## config.mk

```make
export PLATFORM = sky130hd
export DESIGN_NAME = dram_addr_unit
export DESIGN_NICKNAME = d
export VERILOG_FILES = /design/src/rtl/dau_pkg.sv /design/src/rtl/dau_window.sv /design/src/rtl/dau_ptr.sv /design/src/rtl/dau_rd_latch.sv /design/src/rtl/dram_addr_unit.sv
export SDC_FILE = /design/constraint.sdc
export NUM_CORES = 1
export LEC_CHECK = 0
export ABC_AREA = 1
export BUFFER_PORTS_ARGS = -buffer_cell sky130_fd_sc_hd__buf_2
export CAP_MARGIN = 20
export CORE_ASPECT_RATIO = 0.75
export CORE_UTILIZATION = 35
export CTS_CLUSTER_SIZE = 8
export DETAILED_ROUTE_END_ITERATION = 8
export SLEW_MARGIN = 15
export SYNTH_ARGS = -nofsm -noshare
export SYNTH_HDL_FRONTEND = slang
export SYNTH_HIERARCHICAL = 1
export SYNTH_SLANG_ARGS = --single-unit
```

## constraint.sdc

```tcl
create_clock -name clk -period 5.3 [get_ports clk]
set_clock_uncertainty 0.15 [all_clocks]
set_input_delay 1.06 -clock clk [delete_from_list [all_inputs] [get_ports clk]]
set_output_delay 1.06 -clock clk [all_outputs]
set_load 0.05 [all_outputs]
```

## src/rtl/dau_pkg.sv

```systemverilog
// Package: shared types for the display RAM address pointer unit.
// Assumes nothing beyond the enclosing design.
package dau_pkg;

    // Kind of RAM access the unit performs in a cycle
    typedef enum logic [1:0] {
        ACC_IDLE  = 2'd0,
        ACC_WRITE = 2'd1,
        ACC_DUMMY = 2'd2,
        ACC_READ  = 2'd3
    } acc_e;

endpackage

```

## src/rtl/dau_window.sv

```systemverilog
// Module: dau_window
// Holds the window bounds used during window traversal and decides whether
// a window load request is accepted.
// Assumes: the bounds inputs are stable in the cycle win_load is high.
module dau_window #(
    parameter int COL_W  = 7,
    parameter int PAGE_W = 4
) (
    input  logic              clk,
    input  logic              rst_n,
    input  logic              win_en,
    input  logic              win_load,
    input  logic [COL_W-1:0]  col_lo_in,
    input  logic [COL_W-1:0]  col_hi_in,
    input  logic [PAGE_W-1:0] pg_lo_in,
    input  logic [PAGE_W-1:0] pg_hi_in,
    output logic              accept,
    output logic [COL_W-1:0]  col_lo,
    output logic [COL_W-1:0]  col_hi,
    output logic [PAGE_W-1:0] pg_lo,
    output logic [PAGE_W-1:0] pg_hi
);

    logic [COL_W-1:0]  col_lo_q, col_hi_q;
    logic [PAGE_W-1:0] pg_lo_q, pg_hi_q;
    logic              bounds_ok;

    // Request is valid only with traversal enabled and ordered bounds
    always_comb begin
        bounds_ok = (col_lo_in <= col_hi_in) && (pg_lo_in <= pg_hi_in);
        accept    = win_en && win_load && bounds_ok;
    end

    // Bound registers, reset to the full RAM
    always_ff @(posedge clk) begin
        if (!rst_n) begin
            col_lo_q <= '0;
            col_hi_q <= '1;
            pg_lo_q  <= '0;
            pg_hi_q  <= '1;
        end else if (accept) begin
            col_lo_q <= col_lo_in;
            col_hi_q <= col_hi_in;
            pg_lo_q  <= pg_lo_in;
            pg_hi_q  <= pg_hi_in;
        end
    end

    assign col_lo = col_lo_q;
    assign col_hi = col_hi_q;
    assign pg_lo  = pg_lo_q;
    assign pg_hi  = pg_hi_q;

    // stored bounds stay ordered
    p_bounds_ordered_r9: assert property (@(posedge clk) disable iff (!rst_n)
        (col_lo_q <= col_hi_q) && (pg_lo_q <= pg_hi_q));

    // a load while traversal is off leaves the bounds alone
    p_load_ignored_r9: assert property (@(posedge clk) disable iff (!rst_n)
        (!win_en && win_load) |=> ($stable(col_lo_q) && $stable(col_hi_q)
                                   && $stable(pg_lo_q) && $stable(pg_hi_q)));

endmodule

```

## src/rtl/dau_ptr.sv

```systemverilog
// Module: dau_ptr
// Page/column pointer with a deferred wrap at the last column during normal
// traversal and a wrap inside the window bounds during window traversal.
// Assumes: the window bounds are ordered (lo <= hi).
module dau_ptr #(
    parameter int COL_W  = 7,
    parameter int PAGE_W = 4
) (
    input  logic              clk,
    input  logic              rst_n,
    input  logic              load,
    input  logic [COL_W-1:0]  load_col,
    input  logic [PAGE_W-1:0] load_page,
    input  logic              win_mode,
    input  logic [COL_W-1:0]  win_col_lo,
    input  logic [COL_W-1:0]  win_col_hi,
    input  logic [PAGE_W-1:0] win_pg_lo,
    input  logic [PAGE_W-1:0] win_pg_hi,
    input  logic              access,
    input  logic              step,
    output logic [COL_W-1:0]  raw_col,
    output logic [PAGE_W-1:0] raw_page,
    output logic [COL_W-1:0]  eff_col,
    output logic [COL_W-1:0]  nxt_col,
    output logic [PAGE_W-1:0] nxt_page
);

    localparam logic [COL_W-1:0]  LAST_COL  = '1;
    localparam logic [PAGE_W-1:0] LAST_PAGE = '1;

    logic [COL_W-1:0]  col_q, col_adv;
    logic [PAGE_W-1:0] page_q, page_adv;
    logic              pend_q, pend_adv;

    // Effective column: a pending wrap means column 0
    always_comb begin
        eff_col = pend_q ? '0 : col_q;
    end

    // Successor of the effective address for the current traversal mode
    always_comb begin
        col_adv  = eff_col + 1'b1;
        page_adv = page_q;
        pend_adv = 1'b0;
        if (win_mode) begin
            if ((eff_col == win_col_hi) || (eff_col == LAST_COL)) begin
                col_adv  = win_col_lo;
                page_adv = ((page_q == win_pg_hi) || (page_q == LAST_PAGE))
                           ? win_pg_lo : page_q + 1'b1;
            end
        end else if (eff_col == LAST_COL) begin
            col_adv  = LAST_COL;
            pend_adv = 1'b1;
        end
        nxt_col  = pend_adv ? '0 : col_adv;
        nxt_page = page_adv;
    end

    // Pointer registers: load wins, then access (step or dummy)
    always_ff @(posedge clk) begin
        if (!rst_n) begin
            col_q  <= '0;
            page_q <= '0;
            pend_q <= 1'b0;
        end else if (load) begin
            col_q  <= load_col;
            page_q <= load_page;
            pend_q <= 1'b0;
        end else if (access) begin
            if (step) begin
                col_q  <= col_adv;
                page_q <= page_adv;
                pend_q <= pend_adv;
            end else begin
                col_q  <= eff_col;
                pend_q <= 1'b0;
            end
        end
    end

    assign raw_col  = col_q;
    assign raw_page = page_q;

    // a pending wrap only ever sits on the last column
    p_pend_on_last_r3: assert property (@(posedge clk) disable iff (!rst_n)
        pend_q |-> (col_q == LAST_COL));

    // normal step below the last column increments the column
    p_normal_inc_r2: assert property (@(posedge clk) disable iff (!rst_n)
        (!load && access && step && !win_mode && eff_col != LAST_COL)
        |=> (col_q == $past(eff_col) + 1'b1));

    // the page is held on any access outside window traversal
    p_page_held_r12: assert property (@(posedge clk) disable iff (!rst_n)
        (!load && access && !win_mode) |=> (page_q == $past(page_q)));

    // stepping off the upper column bound lands on the lower bound
    p_win_col_wrap_r10: assert property (@(posedge clk) disable iff (!rst_n)
        (!load && access && step && win_mode && eff_col == win_col_hi)
        |=> (col_q == $past(win_col_lo)));

    // a load takes effect at the next edge
    p_load_r8: assert property (@(posedge clk) disable iff (!rst_n)
        load |=> (col_q == $past(load_col) && page_q == $past(load_page)));

endmodule

```

## src/rtl/dau_rd_latch.sv

```systemverilog
// Module: dau_rd_latch
// Prefetch latch for host reads, with the dummy-read flag and the host
// return register. Assumes a RAM read latency of exactly one cycle.
module dau_rd_latch #(
    parameter int DATA_W = 8
) (
    input  logic              clk,
    input  logic              rst_n,
    input  logic              fill,
    input  logic [DATA_W-1:0] ram_rdata,
    input  logic              host_rd,
    input  logic              rearm,
    output logic              need_dummy,
    output logic [DATA_W-1:0] host_rdata,
    output logic              host_rvalid
);

    logic              fill_pend_q;
    logic [DATA_W-1:0] latch_q, latch_now, rdata_q;
    logic              rvalid_q, dummy_q;

    // Latch view with bypass of a refill that lands this cycle
    always_comb begin
        latch_now = fill_pend_q ? ram_rdata : latch_q;
    end

    // Track the RAM read in flight and capture its data
    always_ff @(posedge clk) begin
        if (!rst_n) begin
            fill_pend_q <= 1'b0;
            latch_q     <= '0;
        end else begin
            fill_pend_q <= fill;
            latch_q     <= latch_now;
        end
    end

    // Dummy-read flag: set by pointer changes, cleared by a read
    always_ff @(posedge clk) begin
        if (!rst_n) begin
            dummy_q <= 1'b1;
        end else if (rearm) begin
            dummy_q <= 1'b1;
        end else if (host_rd) begin
            dummy_q <= 1'b0;
        end
    end

    // Host return register
    always_ff @(posedge clk) begin
        if (!rst_n) begin
            rdata_q  <= '0;
            rvalid_q <= 1'b0;
        end else begin
            rvalid_q <= host_rd;
            if (host_rd) begin
                rdata_q <= latch_now;
            end
        end
    end

    assign need_dummy  = dummy_q;
    assign host_rdata  = rdata_q;
    assign host_rvalid = rvalid_q;

    // a read is answered in the following cycle
    p_rvalid_follows_r6: assert property (@(posedge clk) disable iff (!rst_n)
        host_rd |=> host_rvalid);

    // no answer without a read one cycle before
    p_no_spurious_rvalid_r6: assert property (@(posedge clk) disable iff (!rst_n)
        !host_rd |=> !host_rvalid);

    // a read without a rearm leaves the dummy requirement met
    p_dummy_cleared_r4: assert property (@(posedge clk) disable iff (!rst_n)
        (host_rd && !rearm) |=> !need_dummy);

endmodule

```

## src/rtl/dram_addr_unit.sv

```systemverilog
// Module: dram_addr_unit (top)
// Arbitrates host strobes against pointer and window loads, and drives the
// RAM address and enables. It combines the pointer, the window bounds and
// the read prefetch latch. Assumes single-cycle strobes and a RAM with
// one cycle of read latency.
module dram_addr_unit #(
    parameter int COL_W  = 7,
    parameter int PAGE_W = 4,
    parameter int DATA_W = 8
) (
    input  logic                    clk,
    input  logic                    rst_n,
    input  logic                    serial_mode,
    input  logic                    host_wr,
    input  logic [DATA_W-1:0]       host_wdata,
    input  logic                    host_rd,
    output logic [DATA_W-1:0]       host_rdata,
    output logic                    host_rvalid,
    input  logic                    set_ptr,
    input  logic [COL_W-1:0]        set_col,
    input  logic [PAGE_W-1:0]       set_page,
    input  logic                    win_en,
    input  logic                    win_load,
    input  logic [COL_W-1:0]        win_col_lo,
    input  logic [COL_W-1:0]        win_col_hi,
    input  logic [PAGE_W-1:0]       win_pg_lo,
    input  logic [PAGE_W-1:0]       win_pg_hi,
    output logic [PAGE_W+COL_W-1:0] ram_addr,
    output logic                    ram_we,
    output logic                    ram_re,
    output logic [DATA_W-1:0]       ram_wdata,
    input  logic [DATA_W-1:0]       ram_rdata
);

    import dau_pkg::*;

    logic              win_accept, any_load, wr_go, rd_go, step, access;
    logic              need_dummy;
    logic [COL_W-1:0]  wcol_lo, wcol_hi, ld_col;
    logic [PAGE_W-1:0] wpg_lo, wpg_hi, ld_page;
    logic [COL_W-1:0]  raw_col, eff_col, nxt_col;
    logic [PAGE_W-1:0] raw_page, nxt_page;
    acc_e              acc;

    dau_window #(.COL_W(COL_W), .PAGE_W(PAGE_W)) u_win (
        .clk       (clk),
        .rst_n     (rst_n),
        .win_en    (win_en),
        .win_load  (win_load),
        .col_lo_in (win_col_lo),
        .col_hi_in (win_col_hi),
        .pg_lo_in  (win_pg_lo),
        .pg_hi_in  (win_pg_hi),
        .accept    (win_accept),
        .col_lo    (wcol_lo),
        .col_hi    (wcol_hi),
        .pg_lo     (wpg_lo),
        .pg_hi     (wpg_hi)
    );

    // Arbitration: loads block accesses; a write blocks a read
    always_comb begin
        any_load = set_ptr || win_accept;
        wr_go    = host_wr && !any_load;
        rd_go    = host_rd && !any_load && !host_wr && !serial_mode;
        access   = wr_go || rd_go;
        step     = wr_go || (rd_go && !need_dummy);
        ld_col   = win_accept ? win_col_lo : set_col;
        ld_page  = win_accept ? win_pg_lo  : set_page;
    end

    dau_ptr #(.COL_W(COL_W), .PAGE_W(PAGE_W)) u_ptr (
        .clk        (clk),
        .rst_n      (rst_n),
        .load       (any_load),
        .load_col   (ld_col),
        .load_page  (ld_page),
        .win_mode   (win_en),
        .win_col_lo (wcol_lo),
        .win_col_hi (wcol_hi),
        .win_pg_lo  (wpg_lo),
        .win_pg_hi  (wpg_hi),
        .access     (access),
        .step       (step),
        .raw_col    (raw_col),
        .raw_page   (raw_page),
        .eff_col    (eff_col),
        .nxt_col    (nxt_col),
        .nxt_page   (nxt_page)
    );

    dau_rd_latch #(.DATA_W(DATA_W)) u_lat (
        .clk         (clk),
        .rst_n       (rst_n),
        .fill        (rd_go),
        .ram_rdata   (ram_rdata),
        .host_rd     (rd_go),
        .rearm       (any_load || wr_go),
        .need_dummy  (need_dummy),
        .host_rdata  (host_rdata),
        .host_rvalid (host_rvalid)
    );

    // Classify this cycle's RAM access
    always_comb begin
        if (wr_go)                  acc = ACC_WRITE;
        else if (rd_go && need_dummy) acc = ACC_DUMMY;
        else if (rd_go)             acc = ACC_READ;
        else                        acc = ACC_IDLE;
    end

    // RAM address mux by access kind
    always_comb begin
        case (acc)
            ACC_WRITE, ACC_DUMMY: ram_addr = {raw_page, eff_col};
            ACC_READ:             ram_addr = {nxt_page, nxt_col};
            default:              ram_addr = {raw_page, raw_col};
        endcase
        ram_we    = (acc == ACC_WRITE);
        ram_re    = (acc == ACC_DUMMY) || (acc == ACC_READ);
        ram_wdata = host_wdata;
    end

    // never read and write the RAM in one cycle
    p_one_enable_r11: assert property (@(posedge clk) disable iff (!rst_n)
        !(ram_we && ram_re));

    // no RAM read in write-only mode
    p_serial_no_read_r7: assert property (@(posedge clk) disable iff (!rst_n)
        serial_mode |-> !ram_re);

    // a pointer load suppresses the write enable
    p_load_blocks_write_r11: assert property (@(posedge clk) disable iff (!rst_n)
        set_ptr |-> !ram_we);

endmodule

```

# Word level (Yosys, flattened, before mapping)
# Index checks and enable logic that the tools add are counted.
dict set report totals {
  ff_bits 52
  input_bits 57
  out_inout_bits 30
  word_cells 73
}
dict set report classes {
  addsub 2
  magnitude_cmp 2
  eq_ne 7
  mux 24
  bitwise_logic 1
  reduce_logical 26
}
# operator n
set op_table {}
lappend op_table {{$mux W7} 9}
lappend op_table {{$mux W4} 7}
lappend op_table {{$pmux W11 S2} 1}
lappend op_table {{$logic_and A1 B1 Y1} 9}
lappend op_table {{$mux W8} 1}
lappend op_table {{$add A7 B1 Y7 const B} 1}
lappend op_table {{$eq A7 B7 Y1} 1}
lappend op_table {{$eq A7 B7 Y1 const B} 1}
lappend op_table {{$le A7 B7 Y1} 1}
lappend op_table {{$logic_or A1 B1 Y1} 7}
lappend op_table {{$mux W2} 3}
lappend op_table {{$reduce_or A2 Y1} 3}
lappend op_table {{$add A4 B1 Y4 const B} 1}
lappend op_table {{$eq A2 B2 Y1 const B} 2}
lappend op_table {{$eq A4 B4 Y1} 1}
lappend op_table {{$eq A4 B4 Y1 const B} 1}
lappend op_table {{$le A4 B4 Y1} 1}
lappend op_table {{$logic_not A1 Y1} 4}
lappend op_table {{$reduce_bool A2 Y1} 2}
lappend op_table {{$mux W1} 3}
lappend op_table {{$eq A2 B1 Y1 const B} 1}
lappend op_table {{$reduce_and A2 Y1} 1}
lappend op_table {{$not A1 Y1} 1}

# Depth between registers and ports, before layout
dict set report logic_depth {
  depth_word 14
  ltp_mapped 20
  mapped_depth_nobuf 18
}

# Cells and area by module
# The synthesis kept the hierarchy.
# module instances cells_each area_per_inst_um2 seq_area_each_um2
set modules_own_cells {}
lappend modules_own_cells {dau_ptr 1 228 1330.0 240.2}
lappend modules_own_cells {dau_window 1 172 1217.4 440.4}
lappend modules_own_cells {dau_rd_latch 1 96 729.4 380.4}
lappend modules_own_cells {dram_addr_unit 1 114 551.8 0.0}

# Worst setup path before layout
# OpenSTA, ideal clock, no wires.
dict set report synth_path {
  kind {input port to output port}
  from {input port win_col_hi[6]}
  to {output port ram_addr[0]}
  t_arrival_ps 3488
  required_ps 4090
  slack_ps 602
  path_stages 19
  n_path_buf 2
  cell_sequence {inv_1 -> ha_1 -> nand2_1 -> nor2_1 -> nand2_1 -> nand2_1 -> nand2_2 -> nand2_2 -> buf_6 -> inv_1 -> nor2_4 -> inv_2 -> a21oi_2 -> nand2_1 -> ha_1 -> nor2_2 -> buf_6 -> nand2_1 -> nand3_1}
}
dict set report synth_via {
  elab_chain_cells 14
  word_cells_on_any_way 18
  classes_between {order compare: 1; eq/ne: 3; mux: 4; reduce/logical: 10}
}
# item line_no
set synth_rtl {}
lappend synth_rtl {{start, declared} dram_addr_unit.sv:25} ;# input logic [COL_W-1:0] win_col_hi,
lappend synth_rtl {{$le A7 B7 Y1 *} dau_window.sv:30} ;# bounds_ok = (col_lo_in <= col_hi_in) && (pg_lo_in <= pg_hi_in);
lappend synth_rtl {{$logic_and A1 B1 Y1 *} dau_window.sv:30}
lappend synth_rtl {{$logic_and A1 B1 Y1 *} dau_window.sv:31} ;# accept = win_en && win_load && bounds_ok;
lappend synth_rtl {{via win_accept} dram_addr_unit.sv:37} ;# logic win_accept, any_load, wr_go, rd_go, step, access;
lappend synth_rtl {{$logic_or A1 B1 Y1 *} dram_addr_unit.sv:63} ;# any_load = set_ptr || win_accept;
lappend synth_rtl {{via any_load} dram_addr_unit.sv:37}
lappend synth_rtl {{$logic_not A1 Y1 *} {dram_addr_unit.sv:64, dram_addr_unit.sv:65}}
lappend synth_rtl {{$logic_and A1 B1 Y1 (3 in series)} dram_addr_unit.sv:65} ;# rd_go = host_rd && !any_load && !host_wr && !serial_mode;
lappend synth_rtl {{$mux W2 or $logic_and A1 B1 Y1 (tied branches)} {dram_addr_unit.sv:108, dram_addr_unit.sv:107}}
lappend synth_rtl {{$mux W2} dram_addr_unit.sv:107} ;# else if (rd_go && need_dummy) acc = ACC_DUMMY;
lappend synth_rtl {{$mux W2 *} dram_addr_unit.sv:106} ;# if (wr_go) acc = ACC_WRITE;
lappend synth_rtl {{$eq A2 B1 Y1 or $eq A2 B2 Y1 (tied branches)} dram_addr_unit.sv:114} ;# case (acc)
lappend synth_rtl {{$reduce_or A2 Y1} dram_addr_unit.sv:114}
lappend synth_rtl {{$pmux W11 S2 *} dram_addr_unit.sv:114}
lappend synth_rtl {{end, declared} dram_addr_unit.sv:28} ;# output logic [PAGE_W+COL_W-1:0] ram_addr,
# Mark *: on every way through the listed nets, which the timed path passes. The rest lies on a longest branch.

# Final worst setup path
dict set report layout_path {
  from {input port win_col_lo[6]}
  to {output port ram_addr[3]}
}
dict set report layout_via {
  elab_chain_cells 14
  word_cells_on_any_way 18
  classes_between {order compare: 1; eq/ne: 3; mux: 4; reduce/logical: 10}
}
# item line_no
set layout_rtl {}
lappend layout_rtl {{start, declared} dram_addr_unit.sv:24} ;# input logic [COL_W-1:0] win_col_lo,
lappend layout_rtl {{$le A7 B7 Y1 *} dau_window.sv:30}
lappend layout_rtl {{$logic_and A1 B1 Y1 *} dau_window.sv:30}
lappend layout_rtl {{$logic_and A1 B1 Y1 *} dau_window.sv:31}
lappend layout_rtl {{via win_accept} dram_addr_unit.sv:37}
lappend layout_rtl {{$logic_or A1 B1 Y1 *} dram_addr_unit.sv:63}
lappend layout_rtl {{via any_load} dram_addr_unit.sv:37}
lappend layout_rtl {{$logic_not A1 Y1 *} {dram_addr_unit.sv:64, dram_addr_unit.sv:65}}
lappend layout_rtl {{$logic_and A1 B1 Y1 (3 in series)} dram_addr_unit.sv:65}
lappend layout_rtl {{$mux W2 or $logic_and A1 B1 Y1 (tied branches)} {dram_addr_unit.sv:108, dram_addr_unit.sv:107}}
lappend layout_rtl {{$mux W2} dram_addr_unit.sv:107}
lappend layout_rtl {{$mux W2 *} dram_addr_unit.sv:106}
lappend layout_rtl {{$eq A2 B1 Y1 or $eq A2 B2 Y1 (tied branches)} dram_addr_unit.sv:114}
lappend layout_rtl {{$reduce_or A2 Y1} dram_addr_unit.sv:114}
lappend layout_rtl {{$pmux W11 S2 *} dram_addr_unit.sv:114}
# Marks and branches as above.

==> results.cfg <==
[floorplan]
ios = 87
die_area_um2 = 11400
std_cell_rows = 32
die_w_um = 123
core_um2 = 10500
floorplan.initialDensity_pct = 36.6
die_y_um = 92.6

[synth]
syn_inst = 610
synth_edf_count = 0
yosysWarnings = 6
async_flop_share_pct = 0
syn-num-nets = 683
synthesis.area_um2 = 3830
yosysTopAreaCell = dfxtp_1
ys.flop_type = dfxtp_1
synth_area_per_cell_um2 = 6.28
synthTopCellsByArea = dfxtp_1, nand2_1, nand3_1, inv_1, a21oi_1
seq_area_frac_synth_pct = 27.7
yosys.area.top_type_share_pct = 27.7
yosysUniqueCellTypes = 30
ys_ff_latch = 53

[detailed_routing]
wl_per_cell_um = 13.3
vias = 3897
drc_errors = 0
drt_wl_total_um = 10600
firstDrtPassIters = 5
detail_route.vias_per_cell = 4.88
ant_nets = 0
drt-initial-drc-count = 280

[timing]
rsz0062_at_grt = false
hold_viol_final = 0
timing.fmax_ghz = 0.200
finalCritPeriodShare_pct = 94.4
fin_ws_ps = 296
fin_tns_setup_ps = 0
setup-violations-final = 0
slew-limit-headroom_pct = 62.4
final.min_clock_period_ps = 5000
slew_viol_final = 0
tightest_slew_ps = 564

[clock_network]
cts-root-buf = clkbuf_16
cts_made_buffers = 5
clk_path_buf_depth = 2
cts_max_level = 2
ctsHoldBuffers = 0
clkLatencyLatePin_ps = 290
cts_tree = done
cts_num_sinks = 53
path_clk_slew_ps = 70

[worst_hold_path]
whs_path_depth = 2
hp-class = reg2reg

[place]
dp_hpwl_um = 8370
placedCellCount = 791
io_buffer_count = 70
gp_congestion = 0.919
dp_worst_setup_slack_ps = 240

[setup_path]
cp_max_fo = 12
crit_required_ps = 4090
worstRegToRegCells = 11
worstPathArrival_ps = 3790
cp-start-kind = input pin
end_kind = primary output
crit_type = in2out

[pwr]
p_leak_nw = 2.29
sw_frac_of_total_pct = 32.5
p_comb_share_pct = 25.0
p_sw_uw = 351
power.density_nw_per_um2 = 250
p_int_uw = 730
vdd_drop_max_uv = 137
pwr-share-seq_pct = 41.1
clkPwrFrac_pct = 33.9

[global_routing]
grt.met2_usage_pct = 27.0
antenna_found_initial = 0
busiest_layer = met1
globalRouteTotalUtil_pct = 19.3
grt_pass1_vias = 3447
globalRouteOverflowTotal = 0
grt_util_met1_pct = 30.9
grt_pass1_wl_um = 17300
grt_use_met3_pct = 2.09
grt_max_degree = 34

[run_status]
status = complete, no violations

[final_layout]
finalNonFillerCells = 798
nNetsFinal = 735
area_growth_syn_to_layout_pct = 13.1
diodes = 0
drive_above_1_share_pct = 18.1

[run]
drv_cap = 0
==> power by group through the flow <==
| stage | Clock, mW | Combinational, mW | Sequential [mW] |
|---|---|---|---|
| 6_report | 0.367 | 0.270 | 0.444 |
| 4_1_cts | 0.373 | 0.268 | 0.443 |
| 5_1_grt | 0.386 | 0.303 | 0.447 |
| 2_1_floorplan | 0 | 0.211 | 0.451 |
| 3_3_place_gp | 0 | 0.263 | 0.452 |
| 3_5_place_dp | 0 | 0.267 | 0.452 |
==> routing by layer <==
layer | wire length (µm) | up-vias
met5 | 0 | -
met4 | 92 | 0
met3 | 738 | 10
met2 | 4140 | 145
met1 | 5630 | 1726
li1 | - | 2016
==> kinds of logic after synthesis <==
logic type / count (synthesis) / synth area share (%)
and+or+nand+nor: 343 / 39.6
buffers and inverters: 116 / 14.5
AOI/OAI and AO/OA: 74 / 11.0
DFF: 53 / 27.7
adders and majority gates: 16 / 5.23
xor gates and xnor gates: 8 / 1.83
==> cells in the mapped netlist, types with 4 or more instances <==
cell type  instances
a21oi_1           45
a22oi_1            6
buf_2              4
buf_4             15
buf_6              8
clkbuf_1           4
dfxtp_1           53
ha_1              16
inv_1             76
inv_2              9
nand2_1          194
nand2_2            8
nand3_1           72
nand3_2            4
nand4_1            6
nor2_1            44
nor2_4             6
o21ai_0           13
o21ai_1            4
xnor2_1            6
==> sequential cells by signal, summed over array words and instances (netlist names), 4 cells and up <==
register / count
u_win/pg_lo: 4
u_win/pg_hi: 4
u_lat/latch_q: 8
u_win/col_hi: 7
u_ptr/raw_page: 4
u_ptr/raw_col: 7
u_lat/host_rdata: 8
u_win/col_lo: 7
==> path summary, 6_finish.rpt <==
check	startpoint	end	slack, ps
setup / recovery	win_col_lo[6]	ram_addr[3]	300
hold / removal	u_lat/need_dummy$_SDFFE_PP1P_	u_lat/need_dummy$_SDFFE_PP1P_	320
setup reg to reg	u_ptr/pend_q$_SDFFE_PP0P_	u_ptr/raw_page[1]$_SDFFE_PN0P_	2560
hold reg to reg	u_lat/need_dummy$_SDFFE_PP1P_	u_lat/need_dummy$_SDFFE_PP1P_	320
==> worst max-delay path, stage by stage <==
cell and delay, ps:
buf_2 120, ha_1 290, nand2_1 70, nor2_1 140, nand2_1 70, nand2_1 70
nand2_2 70, nand2_4 160, inv_1 120, nor2_4 170, inv_2 50, a21oi_2 210
nand2_1 130, ha_1 260, buf_4 190, nor2_4 190, nand2_1 80, nand3_1 80
buf_2 260
==> cells in the final DEF, fill, tap and decap left out, types with 7 or more instances in the layout <==
cell / n
a21oi_1: 45
buf_2: 70
dfxtp_1: 53
ha_1: 16
inv_1: 76
inv_2: 9
nand2_1: 194
nand2_2: 7
nand3_1: 72
nor2_1: 44
nor2_4: 7
o21ai_0: 13
==> what timing repair did <==
item	4_1_cts	5_1_grt
resized for setup	0	2
setup buffers	0	0
endpoints found under the setup margin	0	7
==> layout make-up <==
type / instances / area [µm²]
Clock buffer: 5 / 125
Clock inverter: 2 / 38.8
Fill cell: 1146 / 6120
Inverter: 85 / 319
Multi-Input combinational cell: 441 / 2220
Sequential cell: 53 / 1060
Tap cell: 136 / 170
Timing Repair Buffer: 76 / 395
==> metrics by stage <==
stage	hold slack (ps)	total power, mW	area, µm²	util, %
after floorplan	285	0.662	3830	-
after global placement	304	0.716	4160	39.8
after detailed placement	314	0.719	4160	39.8
after CTS	324	1.08	4320	41.3
after global routing	331	1.14	4330	41.4
final	320	1.08	4330	41.4
Power figures use the tool's default switching activity.
